==> src/rtl/saf_pkg.sv <==
package saf_pkg;
  localparam int FMT_W = 3;
  localparam logic [FMT_W-1:0] FMT_ADDR = 3'b111;

  function automatic logic is_addr_fmt(input logic [FMT_W-1:0] fmt);
    return fmt == FMT_ADDR;
  endfunction
endpackage

==> src/rtl/saf_cmp_reg.sv <==
module saf_cmp_reg #(
  parameter int ADDR_W = 8,
  parameter logic [ADDR_W-1:0] RST_VAL = '0
) (
  input  logic              clk,
  input  logic              rst_n,
  input  logic              wr_en,
  input  logic [ADDR_W-1:0] wdata,
  output logic [ADDR_W-1:0] cmp_q,
  output logic              match_all
);
  logic [ADDR_W-1:0] cmp_d;

  always_comb begin
    cmp_d = cmp_q;
    if (wr_en) cmp_d = wdata;
  end

  always_ff @(posedge clk or negedge rst_n) begin
    if (!rst_n) cmp_q <= RST_VAL;
    else        cmp_q <= cmp_d;
  end

  assign match_all = &cmp_q;

  p_wr_visible_r7: assert property (@(posedge clk) disable iff (!rst_n)
    wr_en |=> cmp_q == $past(wdata));
  p_hold_r7: assert property (@(posedge clk) disable iff (!rst_n)
    !wr_en |=> $stable(cmp_q));
endmodule

==> src/rtl/saf_matcher.sv <==
module saf_matcher #(
  parameter int ADDR_W = 8
) (
  input  logic [ADDR_W-1:0] cmp_val,
  input  logic              match_all,
  input  logic [ADDR_W-1:0] addr,
  output logic              hit
);
  logic [ADDR_W-1:0] bit_eq;

  for (genvar i = 0; i < ADDR_W; i++) begin : g_eq
    assign bit_eq[i] = ~(cmp_val[i] ^ addr[i]);
  end

  assign hit = match_all | (&bit_eq);

  always_comb begin
    if (match_all) p_all_hits_r5: assert (hit);
  end
endmodule

==> src/rtl/saf_accept_fsm.sv <==
module saf_accept_fsm #(
  parameter logic RST_ACC = 1'b0
) (
  input  logic clk,
  input  logic rst_n,
  input  logic addr_seen,
  input  logic hit,
  input  logic resync,
  input  logic match_all,
  output logic accept_q
);
  logic accept_d;

  always_comb begin
    accept_d = accept_q;
    if (resync)         accept_d = match_all;
    else if (addr_seen) accept_d = hit;
  end

  always_ff @(posedge clk or negedge rst_n) begin
    if (!rst_n) accept_q <= RST_ACC;
    else        accept_q <= accept_d;
  end

  p_resync_r8: assert property (@(posedge clk) disable iff (!rst_n)
    resync |=> accept_q == $past(match_all));
  p_sticky_r3: assert property (@(posedge clk) disable iff (!rst_n)
    (!resync && !addr_seen) |=> $stable(accept_q));
endmodule

==> src/rtl/saf_top.sv <==
module saf_top #(
  parameter int CHAR_W = 12,
  parameter int ADDR_W = 8,
  parameter logic [ADDR_W-1:0] CMP_RESET = '0
) (
  input  logic              clk,
  input  logic              rst_n,
  input  logic              char_valid,
  input  logic [CHAR_W-1:0] char_in,
  input  logic              match_en,
  input  logic              keep_addr,
  input  logic              resync,
  input  logic              reg_wr,
  input  logic [ADDR_W-1:0] reg_wdata,
  output logic [ADDR_W-1:0] reg_rdata,
  output logic              out_valid,
  output logic [CHAR_W-1:0] out_char,
  output logic              accept_o
);
  import saf_pkg::*;

  localparam int FMT_LSB = CHAR_W - FMT_W;
  localparam logic RST_ACC = &CMP_RESET;

  logic              is_addr;
  logic              addr_seen;
  logic [ADDR_W-1:0] cmp_q;
  logic              match_all;
  logic              hit;
  logic              accept_q;
  logic              fwd;
  logic              valid_d;
  logic [CHAR_W-1:0] char_d;
  logic              valid_q;
  logic [CHAR_W-1:0] char_q;

  assign is_addr   = is_addr_fmt(char_in[CHAR_W-1:FMT_LSB]);
  assign addr_seen = char_valid && is_addr;

  saf_cmp_reg #(.ADDR_W(ADDR_W), .RST_VAL(CMP_RESET)) cmp_i (
    .clk(clk), .rst_n(rst_n), .wr_en(reg_wr), .wdata(reg_wdata),
    .cmp_q(cmp_q), .match_all(match_all)
  );

  saf_matcher #(.ADDR_W(ADDR_W)) match_i (
    .cmp_val(cmp_q), .match_all(match_all),
    .addr(char_in[ADDR_W-1:0]), .hit(hit)
  );

  saf_accept_fsm #(.RST_ACC(RST_ACC)) fsm_i (
    .clk(clk), .rst_n(rst_n), .addr_seen(addr_seen), .hit(hit),
    .resync(resync), .match_all(match_all), .accept_q(accept_q)
  );

  always_comb begin
    fwd = 1'b0;
    if (char_valid && !resync) begin
      if (is_addr) fwd = keep_addr && (hit || !match_en);
      else         fwd = accept_q || !match_en;
    end
  end

  always_comb begin
    valid_d = fwd;
    char_d  = char_q;
    if (fwd) char_d = char_in;
  end

  always_ff @(posedge clk or negedge rst_n) begin
    if (!rst_n) begin
      valid_q <= 1'b0;
      char_q  <= '0;
    end else begin
      valid_q <= valid_d;
      char_q  <= char_d;
    end
  end

  assign out_valid = valid_q;
  assign out_char  = char_q;
  assign reg_rdata = cmp_q;
  assign accept_o  = accept_q;

  p_data_gate_r4: assert property (@(posedge clk) disable iff (!rst_n)
    (char_valid && !is_addr && match_en && !accept_q) |=> !out_valid);
  p_addr_drop_r6: assert property (@(posedge clk) disable iff (!rst_n)
    (addr_seen && !keep_addr) |=> !out_valid);
  p_resync_drop_r8: assert property (@(posedge clk) disable iff (!rst_n)
    resync |=> !out_valid);
  p_bypass_r9: assert property (@(posedge clk) disable iff (!rst_n)
    (char_valid && !is_addr && !match_en && !resync) |=> out_valid);
  p_latency_r10: assert property (@(posedge clk) disable iff (!rst_n)
    out_valid |-> $past(char_valid));
  p_write_acc_r7: assert property (@(posedge clk) disable iff (!rst_n)
    (reg_wr && !addr_seen && !resync) |=> $stable(accept_o));
endmodule

==> config.mk <==
export PLATFORM = sky130hd
export DESIGN_NAME = saf_top
export DESIGN_NICKNAME = d
export VERILOG_FILES = /design/src/rtl/saf_pkg.sv /design/src/rtl/saf_cmp_reg.sv /design/src/rtl/saf_matcher.sv /design/src/rtl/saf_accept_fsm.sv /design/src/rtl/saf_top.sv
export SDC_FILE = /design/constraint.sdc
export NUM_CORES = 1
export LEC_CHECK = 0
export BUFFER_PORTS_ARGS = -buffer_cell sky130_fd_sc_hd__buf_2
export CORE_MARGIN = 5
export CORE_UTILIZATION = 40
export CTS_CLUSTER_SIZE = 16
export DETAILED_ROUTE_END_ITERATION = 16
export PLACE_DENSITY = 0.84
export SLEW_MARGIN = 10
export SYNTH_ARGS = -nofsm -noshare
export SYNTH_HDL_FRONTEND = slang
export SYNTH_SLANG_ARGS = --single-unit
==> constraint.sdc <==
create_clock -name clk -period 1.7 [get_ports clk]
set_input_delay 0.255 -clock clk [delete_from_list [all_inputs] [get_ports clk]]
set_output_delay 0.255 -clock clk [all_outputs]
set_load 0.02 [all_outputs]
Word-level counts from Yosys, hierarchy flattened

Cells that the tools add are included.

Flip-flop bits (word level): 22
Output and inout port bits: 22
Word-level logic and storage cells: 36
Input port bits: 27

Muxes and demuxes: 4
Bitwise gates (word level): 17
Reductions and logical operators: 10
Equal/unequal tests: 1

Operator list:

| cell                                        | count |
|---|---|
| 8-bit AND reduction                         | 2 |
| 1-bit inverter                              | 8 |
| 1-bit bitwise XOR                           | 8 |
| 1-bit two-way mux                           | 4 |
| 3-bit equality test (second input constant) | 1 |
| 1-bit logical AND                           | 3 |
| 1-bit zero test                             | 2 |
| 1-bit logical OR                            | 2 |
| 2-bit nonzero test                          | 1 |
| 1-bit bitwise OR                            | 1 |

Longest topological paths before layout

Gate-level depths: netlist of run 1.

Depth after elaboration: 8
Gate-level depth with buffers: 6

By module

Synthesis of run 1 repeated with hierarchy kept, for this count alone.

Cell total of the unflattened synthesis: 68
Area total of the unflattened synthesis: 1,048.5 µm²

By module, submodules not included:

| module         | cells an instance | area each (µm²) | times used |
|---|---|---|---|
| saf_top        | 33                | 566.8           | 1 |
| saf_cmp_reg    | 20                | 347.8           | 1 |
| saf_matcher    | 11                | 90.1            | 1 |
| saf_accept_fsm | 4                 | 43.8            | 1 |

Least setup slack after synthesis of run 1

OpenSTA, ideal clock, no wires.

Path type: flip-flop to flip-flop
Start: register cmp_i.cmp_q[6]
End: register char_q[0], in the netlist out_char[0]
Setup slack: -0.110 ns
Cell stages (with the launch flop): 7
Arrival time: 1.684 ns
Path buffers: 1
Cell sequence: dfrtp_1 > xor2_1 > nor4_2 > nand2_1 > a21oi_4 > buf_12 > mux2_4

Cells in the longest elaborated chain, start to end: 8
Elaborated cells on any way between the ends: 9
Classes of those cells: mux: 2; bitwise: 3; reduce/logical: 4

RTL lines:

| element                | RTL line          | source |
|---|---|---|
| from (decl)            | saf_cmp_reg.sv:9  | `output logic [ADDR_W-1:0] cmp_q,` |
| from (signal assigned) | saf_cmp_reg.sv:21 | `else cmp_q <= cmp_d;` |
| 1-bit bitwise XOR      | saf_matcher.sv:12 | `assign bit_eq[i] = ~(cmp_val[i] ^ addr[i]);` |
| 1-bit inverter         | saf_matcher.sv:12 |  |
| 8-bit AND reduction    | saf_matcher.sv:15 | `assign hit = match_all \| (&bit_eq);` |
| 1-bit bitwise OR *     | saf_matcher.sv:15 |  |
| 1-bit logical OR *     | saf_top.sv:58     | `if (is_addr) fwd = keep_addr && (hit \|\| !match_en);` |
| 1-bit logical AND *    | saf_top.sv:58     |  |
| 1-bit two-way mux *    | saf_top.sv:58     |  |
| 1-bit two-way mux *    | saf_top.sv:57     | `if (char_valid && !resync) begin` |
| named net fwd          | saf_top.sv:31     | `logic fwd;` |
| to (signal assigned)   | saf_top.sv:75     | `char_q <= char_d;` |
| to (decl)              | saf_top.sv:35     | `logic [CHAR_W-1:0] char_q;` |

The timed path passes the listed nets; every way through them passes the cells marked *.
A chain may end at the register's enable or synchronous reset.

Worst setup path after layout of run 1

Start: register cmp_i.cmp_q[6]
End: register char_q[8], in the netlist out_char[8]

Cells in the longest elaborated chain, start to end: 8
Elaborated cells on any way between the ends: 9
Classes of those cells: mux: 2; bitwise: 3; reduce/logical: 4

RTL lines:

| element             | RTL line |
|---|---|
| 1-bit bitwise XOR   | saf_matcher.sv:12 |
| 1-bit inverter      | saf_matcher.sv:12 |
| 8-bit AND reduction | saf_matcher.sv:15 |
| 1-bit bitwise OR *  | saf_matcher.sv:15 |
| 1-bit logical OR *  | saf_top.sv:58 |
| 1-bit logical AND * | saf_top.sv:58 |
| 1-bit two-way mux * | saf_top.sv:58 |
| 1-bit two-way mux * | saf_top.sv:57 |

Mark *: on every way between the ends. The rest lies on a longest branch, timed or not.

==> summary.txt, run 1 <==
Clock tree
  – CTS Buf Count: 3
  – CTS clk-pin slew, worst paths: 0.12 ns
  – Num Clock Sinks: 22
  – Clk buf depth: 2
  – Root buffer cell: clkbuf_4
  – Clk_lat worst skew: just over 0.3 ns
  – CTS H-Tree Depth: 1
  – CTS tree: yes

GRT
  – Global route overflow: 0
  – Largest net degree at the start of global routing: 23
  – Number of global-route vias before repair: between 800 and 900
  – First-pass GRT wire length: 4060 um
  – Initial antenna violation count: 0
  – GRT Util Overall: between 10% and 20%

Die
  – Die width: between 60 and 70 um
  – Die Ht: 60.6 um
  – Starting Density: about two fifths
  – I/O pins: slightly below 50
  – Core Area: ~2500 sq um
  – Row cnt: 18
  – Die area: about 3700 sq um

Power and ir drop
  – Max IR drop VDD: between 0.0007 and 0.0008 V
  – Static leakage: 0.701 nW
  – Switching Power: between 0.0004 and 0.0005 W
  – Power Internal: 0.000937 W
  – Net Sw Frac: ~33%
  – Clock share of power: 18.0%
  – Pwr/cell area: 981 nW/um^2
  – Sequential Power Share: a little under half
  – Comb power frac: 34.2%

Finish
  – Commonest cells after routing, fill and taps aside: buf_2 (48), dfrtp_1 (17), mux2_2 (10), buf_4 (10), mux2_4 (9)
  – Final Net Count: about 160
  – Filler cells: between 200 and 250
  – Area of the multi-input gates: 449 sq um
  – Cell area after layout: around 1400 sq um
  – FF+latch area: 557 sq um
  – # diodes: 0
  – Final std cells w/o fill: 163
  – Most common cell after layout, fill and taps aside: buf_2
  – Layout cells sized above 1: 69.2%
  – P&R area growth vs syn: 38.9%
  – Fin util: between 50% and 60%

Worst setup path
  – Reg-to-reg endpoint: out_char[8]
  – R2R cell count: 6
  – WS Path Type: register to register
  – CP Data Arrival Time: 1.97 ns
  – CP max-delay cell: dfrtp_2
  – RR Startpoint: cmp_i.cmp_q[6]
  – CP max FO: 7
  – Worst setup path start: cmp_i.cmp_q[6]
  – Worst setup SP type: register
  – WP data required: 1.90 ns
  – CP Capture Type: register
  – Kind of cell adding the most delay to the critical path: flip-flops
  – CP bufs+invs: 1
  – Crit path cell chain: xor2_1 > nor4_2 > nand2_1 > a21oi_4 > buf_6 > mux2_4
  – R2R Setup Slk: -0.06 ns
  – Largest stage delay, worst path: between 0.4 and 0.5 ns

Placement
  – Post-place setup slack: -0.0936 ns
  – PortBufs: 48
  – Post-DP HPWL: approximately 2000 um
  – Cell Area, Placed: 1360 sq um
  – Placed cell count: 156
  – GP Congestion: ~0.72

Detailed routing
  – Iter 0 DRT Violations: 16
  – Final wirelength: approximately 2500 um
  – Via density: 4.93
  – DRT Pass-1 Iters: 4
  – WL per Instance: approximately 16 um
  – Remaining DRCs: 0
  – Vias: roughly 800
  – DRT antenna net count: 0

Timing
  – Final worst path period share: 104%
  – Maximum clock rate: 567 MHz
  – Worst slew pin tran: 0.463 ns
  – Final hold vios: 0
  – Min cycle time layout: 1.76 ns
  – Post-Route Skew: roughly 0.0082 ns
  – Finish-stage setup viols: 11
  – Slew HR: slightly below 70%
  – Setup ws final: -0.0622 ns
  – RSZ-0062 raised after global routing: true
  – Pins over their slew limit: 0

Synthesis
  – Avg Inst Size Synth: 14.6 sq um
  – Synth Area in Compound Gates: 5.26%
  – Post-synthesis simple-gate area fraction: 7.58%
  – Mapped cell area: 1020 sq um
  – Mux contribution to synthesized area: 23.8%
  – Flip-flop and latch count after synthesis: 22
  – Post-synth EDFFs: 0
  – Most common flop cell mapped by yosys: dfrtp_1
  – Async set-reset flop share out of synthesis: 100%
  – Syn nets: 97
  – Synth Warn #: 0
  – Combinational family with the most area after synthesis: multiplexers
  – Post-synthesis adder-cell area fraction: 0%
  – Seq/Total Area, Yosys: a little over half
  – Cell count after synthesis: 70
  – Xor/xnor cell area share of the yosys netlist: 6.85%
  – Distinct cells, synth: 21

Job
  – Max-cap viol count: 0

Worst hold path
  – Worst hold path stage count: 2
  – Worst hold-check path type: input pin to register
  – Hold Path End: cmp_i.cmp_q[0]
  – Worst hold start: reg_wdata[0]

Run status
  – Violations in the final reports: negative setup slack
  – Run status: finished, violations left
[registers in the layout (all words and copies together) (netlist names)]
name / cells
cmp_i.cmp_q: 8
fsm_i.accept_q: 1
out_char: 12
out_valid: 1
[worst reg2reg max path: cells and delay by family (launching register included)]
family	cells	cell delay, ns
AO/OA/AOI/OAI	1	0.17
XOR/XNOR	1	0.15
buffers and inverters	1	0.17
flip-flops	1	0.43
multiplexers	1	0.30
AND/OR/NAND/NOR	2	0.42
[worst max-delay path by stage]
stage	depth (start not counted)	endpoint	slack, ns
after floorplan	6	out_char[0]	-0.09
after global placement	6	out_char[2]	-0.05
after detailed placement	6	out_char[5]	-0.09
after CTS	6	out_char[8]	-0.07
after global routing	6	out_char[11]	-0.19
final	6	out_char[8]	-0.06
[area by class of cell]
cell class              instances  share of cell area, %
flip-flops and latches         22                   39.2
repair buffers                 61                   24.5
multi-input cells              45                   31.6
clock buffers                   4                   1.85
inverters                       1                  0.264
well taps                      30                   2.64
[Yosys cell counts, types with 2 or more instances]
cell type,instances,area [sq um]
nor4_2,2,25.0
dfrtp_1,22,551
xor2_1,8,70.1
nand2_1,2,7.51
nor2_1,2,7.51
nand4_1,2,12.5
mux2_4,8,120
mux2_2,11,124
[per-layer routing]
metal	wire, um	up-vias	GRT usage (%)
met3	178	2	2.98
li1	-	379	-
met2	1380	35	28.1
met1	965	388	17.7
met5	0	-	0
met4	23	0	4.64
[cells by family (layout without fill, tap and decap cells)]
family	Yosys count	after routing
muxes	19	19
buffers and inverters	3	66
and+or+nand+nor	12	12
AOI/OAI and AO/OA	6	6
DFF	22	22
xor gates and xnor gates	8	8
[what timing repair did]
| item | CTS | global route |
|---|---|---|
| setup buffers | 2 | 0 |
| endpoints found under the hold margin | 22 | 0 |
| gates resized for setup | 3 | 0 |
| setup endpoints to repair | 11 | 12 |
| hold buffers | 1 | 0 |
| pin swaps | 3 | 0 |
[stage by stage]
step / hold WS, ns / total power (W) / TNS [ns]
after floorplan: -0.0406 / 0.000953 / -0.680
after global placement: 0.229 / 0.00113 / -0.520
after detailed placement: 0.231 / 0.00115 / -0.921
after CTS: 0.166 / 0.00140 / -0.673
after global routing: 0.153 / 0.00147 / -1.89
final: 0.164 / 0.00140 / -0.531
[power by group through the flow]
stage / Sequential [W] / Combinational, W / Clock, W
detailed placement: 0.000679 / 0.000471 / 0
global route: 0.000679 / 0.000514 / 0.000281
global placement: 0.000674 / 0.000457 / 0
floorplan: 0.000792 / 0.000161 / 0
CTS: 0.000668 / 0.000483 / 0.000252
finish: 0.000666 / 0.000478 / 0.000251
(Power assumes the default switching activity.)
==> run 2: changes to the inputs <==
==> constraint.sdc (replaced) <==
create_clock -name clk -period 1.5 [get_ports clk]
set_input_delay 0.225 -clock clk [delete_from_list [all_inputs] [get_ports clk]]
set_output_delay 0.225 -clock clk [all_outputs]
set_load 0.02 [all_outputs]
==> summary.txt, run 2 (same netlist as run 1, synthesis figures left out) <==
Run status
  – Run status: finished, violations left
  – Violations in the final reports: negative setup slack

Clock tree
  – CTS tree: yes
  – Root buffer cell: clkbuf_4
  – CTS Buf Count: 3 (unchanged)
  – CTS clk-pin slew, worst paths: 0.12 ns (about the same)
  – Clk_lat worst skew: 0.30 ns (about the same)
  – Clk buf depth: 2 (unchanged)
  – Num Clock Sinks: 22 (unchanged)
  – CTS H-Tree Depth: 1 (unchanged)

Detailed routing
  – Vias: 830 (+3.2%)
  – DRT antenna net count: 0 (unchanged)
  – WL per Instance: 14.9 um (-4.4%)
  – Via density: 4.80 (-2.7%)
  – Final wirelength: 2580 um (+1.4%)
  – Iter 0 DRT Violations: 8 (-8)
  – Remaining DRCs: 0 (unchanged)
  – DRT Pass-1 Iters: 4 (unchanged)

Worst setup path
  – Largest stage delay, worst path: 0.42 ns (about the same)
  – CP bufs+invs: 1 (unchanged)
  – Crit path cell chain: xor2_1 > nor4_2 > nand2_1 > a21oi_4 > buf_6 > mux2_2
  – CP max-delay cell: dfrtp_1
  – CP Data Arrival Time: 2.03 ns (+0.06 ns)
  – WP data required: 1.69 ns (-0.21 ns)
  – WS Path Type: register to register
  – CP Capture Type: register
  – CP max FO: 5 (-2)
  – Kind of cell adding the most delay to the critical path: simple AND/OR/NAND/NOR gates
  – Worst setup SP type: register

Timing
  – Finish-stage setup viols: 14 (+3)
  – Setup TNS: -3.88 ns (-3.35 ns)
  – Maximum clock rate: 544 MHz (-4.1%)
  – Final worst path period share: 122% (+19 points)
  – Slew HR: 68.1% (-1.0 points)
  – Pins over their slew limit: 0 (unchanged)
  – Worst slew pin tran: 0.478 ns (+0.0151 ns)
  – Final hold vios: 0 (unchanged)
  – RSZ-0062 raised after global routing: true
  – Post-Route Skew: 0.00953 ns (+0.00129 ns)
  – Min cycle time layout: 1.84 ns (+0.0748 ns)
  – Setup ws final: -0.337 ns (-0.275 ns)

Worst hold path
  – Worst hold-check path type: input pin to register

GRT
  – Number of global-route vias before repair: 935 (+5.1%)
  – Largest net degree at the start of global routing: 23 (unchanged)
  – Global route overflow: 0 (unchanged)
  – First-pass GRT wire length: 4240 um (+4.6%)
  – Initial antenna violation count: 0 (unchanged)
  – GRT Util Overall: 15.5% (+0.27 points)

Die
  – Row cnt: 18 (unchanged)
  – I/O pins: 49 (unchanged)
  – Core Area: 2450 sq um (unchanged)
  – Starting Density: 41.7% (unchanged)
  – Die Ht: 60.6 um (unchanged)
  – Die width: 60.6 um (unchanged)
  – Die area: 3670 sq um (unchanged)

Finish
  – Final std cells w/o fill: 173 (+6.1%)
  – Filler cells: 191 (-17%)
  – Largest register FFs: 12 (unchanged)
  – FF+latch area: 557 sq um (unchanged)
  – P&R area growth vs syn: 48.5%
  – # diodes: 0 (unchanged)
  – Cell area after layout: 1520 sq um (+7.0%)
  – Layout cells sized above 1: 74.1% (+5.0 points)
  – Most common cell after layout, fill and taps aside: buf_2
  – Commonest cells after routing, fill and taps aside: buf_2 (48), buf_4 (20), dfrtp_1 (17)
  – Final Net Count: 171 (+6.2%)
  – Area of the multi-input gates: 463 sq um (+3.1%)

Placement
  – GP Congestion: 0.737 (+2.0%)
  – Cell Area, Placed: 1430 sq um (+5.0%)
  – PortBufs: 48 (unchanged)
  – Placed cell count: 165 (+5.8%)

Job
  – Max-cap viol count: 0 (unchanged)

Power and ir drop
  – Max IR drop VDD: 0.000756 V (+1.1%)
  – Pwr/cell area: 1080 nW/um^2 (+9.8%)
  – Total power: 0.00164 W (+17%)
  – Static leakage: 0.756 nW (+7.9%)
[run 2: routing by layer]
| metal | up-vias | global-route usage [%] | share of wire [%] |
|---|---|---|---|
| met2 | 29 | 26.1 | 53 |
| li1 | 394 | - | - |
| met5 | - | 0 | 0 |
| met3 | 6 | 2.98 | 6.0 |
| met1 | 401 | 19.9 | 39 |
| met4 | 0 | 5.57 | 1.7 |
[run 2: area by class of cell]
type | instances | area share, %
well taps | 30 | 2.47
repair buffers | 71 | 27.8
clock buffers | 4 | 2.39
multi-input cells | 45 | 30.5
inverters | 1 | 0.247
flip-flops and latches | 22 | 36.6
[run 2: path summary, 6_finish.rpt]
check,startpoint,endpoint,slack (ns),cells after the start
setup / recovery,cmp_i.cmp_q[0],out_char[11],-0.34,6
max in group asynchronous,rst_n,cmp_i.cmp_q[2],0.74,2
hold reg to reg,out_char[11],out_char[11],0.52,1
hold / removal,reg_wdata[0],cmp_i.cmp_q[0],0.15,2
setup reg to reg,cmp_i.cmp_q[0],out_char[11],-0.34,6
min in group asynchronous,rst_n,cmp_i.cmp_q[0],0.41,2
[run 2: worst register-to-register path, stage by stage (launching register included)]
cell     delay, ns
dfrtp_1       0.42
xor2_1        0.19
nor4_2        0.30
nand2_1       0.16
a21oi_4       0.18
buf_6         0.15
mux2_2        0.33
[run 2: where the power goes]
group | internal (W) | total [W] | leakage, nW | switching [W]
clock | 0.000148 | 0.000314 | 0.0210 | 0.000166
combinational | 0.000281 | 0.000568 | 0.480 | 0.000287
sequential | 0.000696 | 0.000756 | 0.255 | 0.0000602
[run 2: through the flow]
| step | hold WS, ns | setup slack (ns) | util (%) |
|---|---|---|---|
| finish | 0.150 | -0.337 | 61.9 |
| global placement | 0.197 | -0.252 | 58.1 |
| global route | 0.136 | -0.437 | 61.9 |
| floorplan | -0.0706 | -0.285 | - |
| CTS | 0.142 | -0.241 | 61.2 |
| detailed placement | 0.210 | -0.269 | 58.1 |
[run 2: repair_timing]
action,in CTS,in global routing
gates resized for setup,4,2
buffers inserted,2,2
pin swaps,3,3
endpoints found under the hold margin,22,0
endpoints found under the setup margin,12,14
hold buffers,1,0
==> run 3: changes to the inputs <==
--- a/config.mk
+++ b/config.mk
@@ -10,7 +10,7 @@
 export CORE_UTILIZATION = 40
 export CTS_CLUSTER_SIZE = 16
 export DETAILED_ROUTE_END_ITERATION = 16
-export PLACE_DENSITY = 0.84
+export PLACE_DENSITY_LB_ADDON = 0.15
 export SLEW_MARGIN = 10
 export SYNTH_ARGS = -nofsm -noshare
 export SYNTH_HDL_FRONTEND = slang
==> summary.txt, run 3 (same netlist as run 1, synthesis figures left out) <==
Finish
  – Cell area after layout: 1450 sq um (-4.5%)
  – Filler cells: 230 (+20%)
  – Fin util: 59.1% (-2.8 points)
  – P&R area growth vs syn: 41.8%
  – Final Net Count: 164 (-4.1%)
  – Final std cells w/o fill: 166 (-4.0%)
  – Commonest cells after routing, fill and taps aside: buf_2 (48), dfrtp_1 (17), buf_4 (13)
  – Most common cell after layout, fill and taps aside: buf_2
  – # diodes: 0 (unchanged)
  – Layout cells sized above 1: 70.6% (-3.5 points)
  – FF+latch area: 557 sq um (unchanged)
  – Largest register FFs: 12 (unchanged)
  – Area of the multi-input gates: 457 sq um (-1.4%)

Die
  – Die area: 3670 sq um (unchanged)
  – Die width: 60.6 um (unchanged)
  – Die Ht: 60.6 um (unchanged)
  – Row cnt: 18 (unchanged)
  – Starting Density: 41.7% (unchanged)
  – I/O pins: 49 (unchanged)
  – Core Area: 2450 sq um (unchanged)

Timing
  – Final hold vios: 0 (unchanged)
  – Finish-stage setup viols: 12 (-2)
  – Min cycle time layout: 1.77 ns (-0.0629 ns)
  – Maximum clock rate: 564 MHz (+3.5%)
  – Pins over their slew limit: 0 (unchanged)
  – Slew HR: 67.6% (-0.55 points)
  – RSZ-0062 raised after global routing: true
  – Setup ws final: -0.274 ns (+0.0629 ns)
  – Setup TNS: -2.87 ns (+1.01 ns)
  – Worst slew pin tran: 0.486 ns (+0.00828 ns)
  – Final worst path period share: 118% (-4.2 points)
  – Post-Route Skew: 0.00695 ns (-0.00259 ns)

GRT
  – Largest net degree at the start of global routing: 23 (unchanged)
  – Initial antenna violation count: 0 (unchanged)
  – GRT Util Overall: 14.2% (-1.3 points)
  – Global route overflow: 0 (unchanged)
  – First-pass GRT wire length: 3740 um (-12%)
  – Number of global-route vias before repair: 822 (-12%)

Worst setup path
  – Largest stage delay, worst path: 0.44 ns (+0.02 ns)
  – Worst setup path start: cmp_i.cmp_q[4]
  – WS Path Type: register to register
  – Crit path cell chain: xor2_1 > nor4_2 > nand2_1 > a21oi_4 > buf_6 > mux2_4
  – R2R Setup Slk: -0.27 ns (+0.06 ns)
  – Kind of cell adding the most delay to the critical path: flip-flops
  – RR Startpoint: cmp_i.cmp_q[4]
  – CP max FO: 7 (+2)
  – CP Data Arrival Time: 1.97 ns (-0.06 ns)
  – CP Capture Type: register
  – CP bufs+invs: 1 (unchanged)
  – R2R cell count: 6 (unchanged)
  – End of the critical path: out_char[4]
  – Worst setup SP type: register
  – CP Depth: 6 (unchanged)
  – Reg-to-reg endpoint: out_char[4]
  – CP max-delay cell: dfrtp_2
  – WP data required: 1.70 ns (about the same)

Power and ir drop
  – Sequential Power Share: 47.9% (+1.8 points)
  – Comb power frac: 34.6% (about the same)
  – Static leakage: 0.718 nW (-5.1%)
  – Switching Power: 0.000505 W (-1.7%)
  – Total power: 0.00157 W (-4.0%)
  – Power Internal: 0.00107 W (-5.0%)
  – Clock share of power: 17.5% (-1.7 points)
  – Net Sw Frac: 32.1% (+0.72 points)
  – Max IR drop VDD: 0.000805 V (+6.5%)
  – Pwr/cell area: 1080 nW/um^2 (+0.59%)

Detailed routing
  – WL per Instance: 14.1 um (-5.6%)
  – Remaining DRCs: 0 (unchanged)
  – Vias: 778 (-6.3%)
  – Iter 0 DRT Violations: 7 (-1)
  – DRT Pass-1 Iters: 4 (unchanged)
  – Via density: 4.69 (-2.3%)
  – DRT antenna net count: 0 (unchanged)
  – Final wirelength: 2340 um (-9.4%)

Run status
  – Run status: finished, violations left
  – Violations in the final reports: negative setup slack

Clock tree
  – Root buffer cell: clkbuf_4
  – CTS H-Tree Depth: 1 (unchanged)
  – CTS Buf Count: 3 (unchanged)
  – Clk_lat worst skew: 0.31 ns (about the same)
  – CTS clk-pin slew, worst paths: 0.12 ns (about the same)
  – Clk buf depth: 2 (unchanged)
  – CTS tree: yes
  – Num Clock Sinks: 22 (unchanged)

Worst hold path
  – Worst hold-check path type: input pin to register

Placement
  – Cell Area, Placed: 1400 sq um (-2.1%)
  – GP Congestion: 0.716 (-2.8%)
  – PortBufs: 48 (unchanged)
  – Post-DP HPWL: roughly 2000 um
  – Placed cell count: 161 (-2.4%)

Job
  – Max-cap viol count: 0 (unchanged)
==> run 3: final cells by class <==
type	count	share of cell area (%)
timing repair buffer	64	25.5
multi-input combinational	45	31.5
sequential	22	38.4
clock buffer	4	1.81
tap	30	2.59
inverter	1	0.259
==> run 3: how the worst min path moves through the flow <==
stage	start	end	slack [ns]	depth (start not counted)
6_report	reg_wdata[3]	cmp_i.cmp_q[3]	0.14	2
4_1_cts	reg_wdata[0]	cmp_i.cmp_q[0]	0.12	2
2_1_floorplan	rst_n	cmp_i.cmp_q[0]	-0.07	0
5_1_grt	reg_wdata[0]	cmp_i.cmp_q[0]	0.11	2
3_3_place_gp	rst_n	out_char[6]	0.21	1
3_5_place_dp	rst_n	out_char[6]	0.22	1
==> run 3: routing by layer <==
layer / vias up / track usage [%] / share of wire (%)
li1: 383 / - / -
met1: 364 / 18.4 / 43
met2: 26 / 22.4 / 49
met3: 5 / 4.68 / 6.7
met4: 0 / 4.64 / 1.3
met5: - / 0 / 0
==> run 3: worst register-to-register path, stage by stage (launching register included) <==
cell     delay, ns
dfrtp_2       0.44
xor2_1        0.17
nor4_2        0.26
nand2_1       0.15
a21oi_4       0.19
buf_6         0.17
mux2_4        0.30
==> run 3: per-stage QoR <==
stage                     hold slack, ns  worst slack (ns)
after floorplan                  -0.0706            -0.285
after global placement             0.211            -0.259
after detailed placement           0.216            -0.311
after CTS                          0.124            -0.290
after global routing               0.107            -0.337
final                              0.138            -0.274
==> run 3: timing repair <==
action	CTS	global route
setup endpoints to repair	12	12
cloned	0	0
pin swaps	5	0
resized for setup	4	0
hold buffers	1	0
hold endpoints to repair	22	0
setup buffers	0	0
==> run 3: power groups by stage <==
stage	Combinational [W]	Clock (W)	Sequential [W]
2_1_floorplan	0.000183	0	0.000898
3_3_place_gp	0.000533	0	0.000762
3_5_place_dp	0.000543	0	0.000767
4_1_cts	0.000555	0.000291	0.000757
5_1_grt	0.000582	0.000322	0.000769
6_report	0.000545	0.000275	0.000754
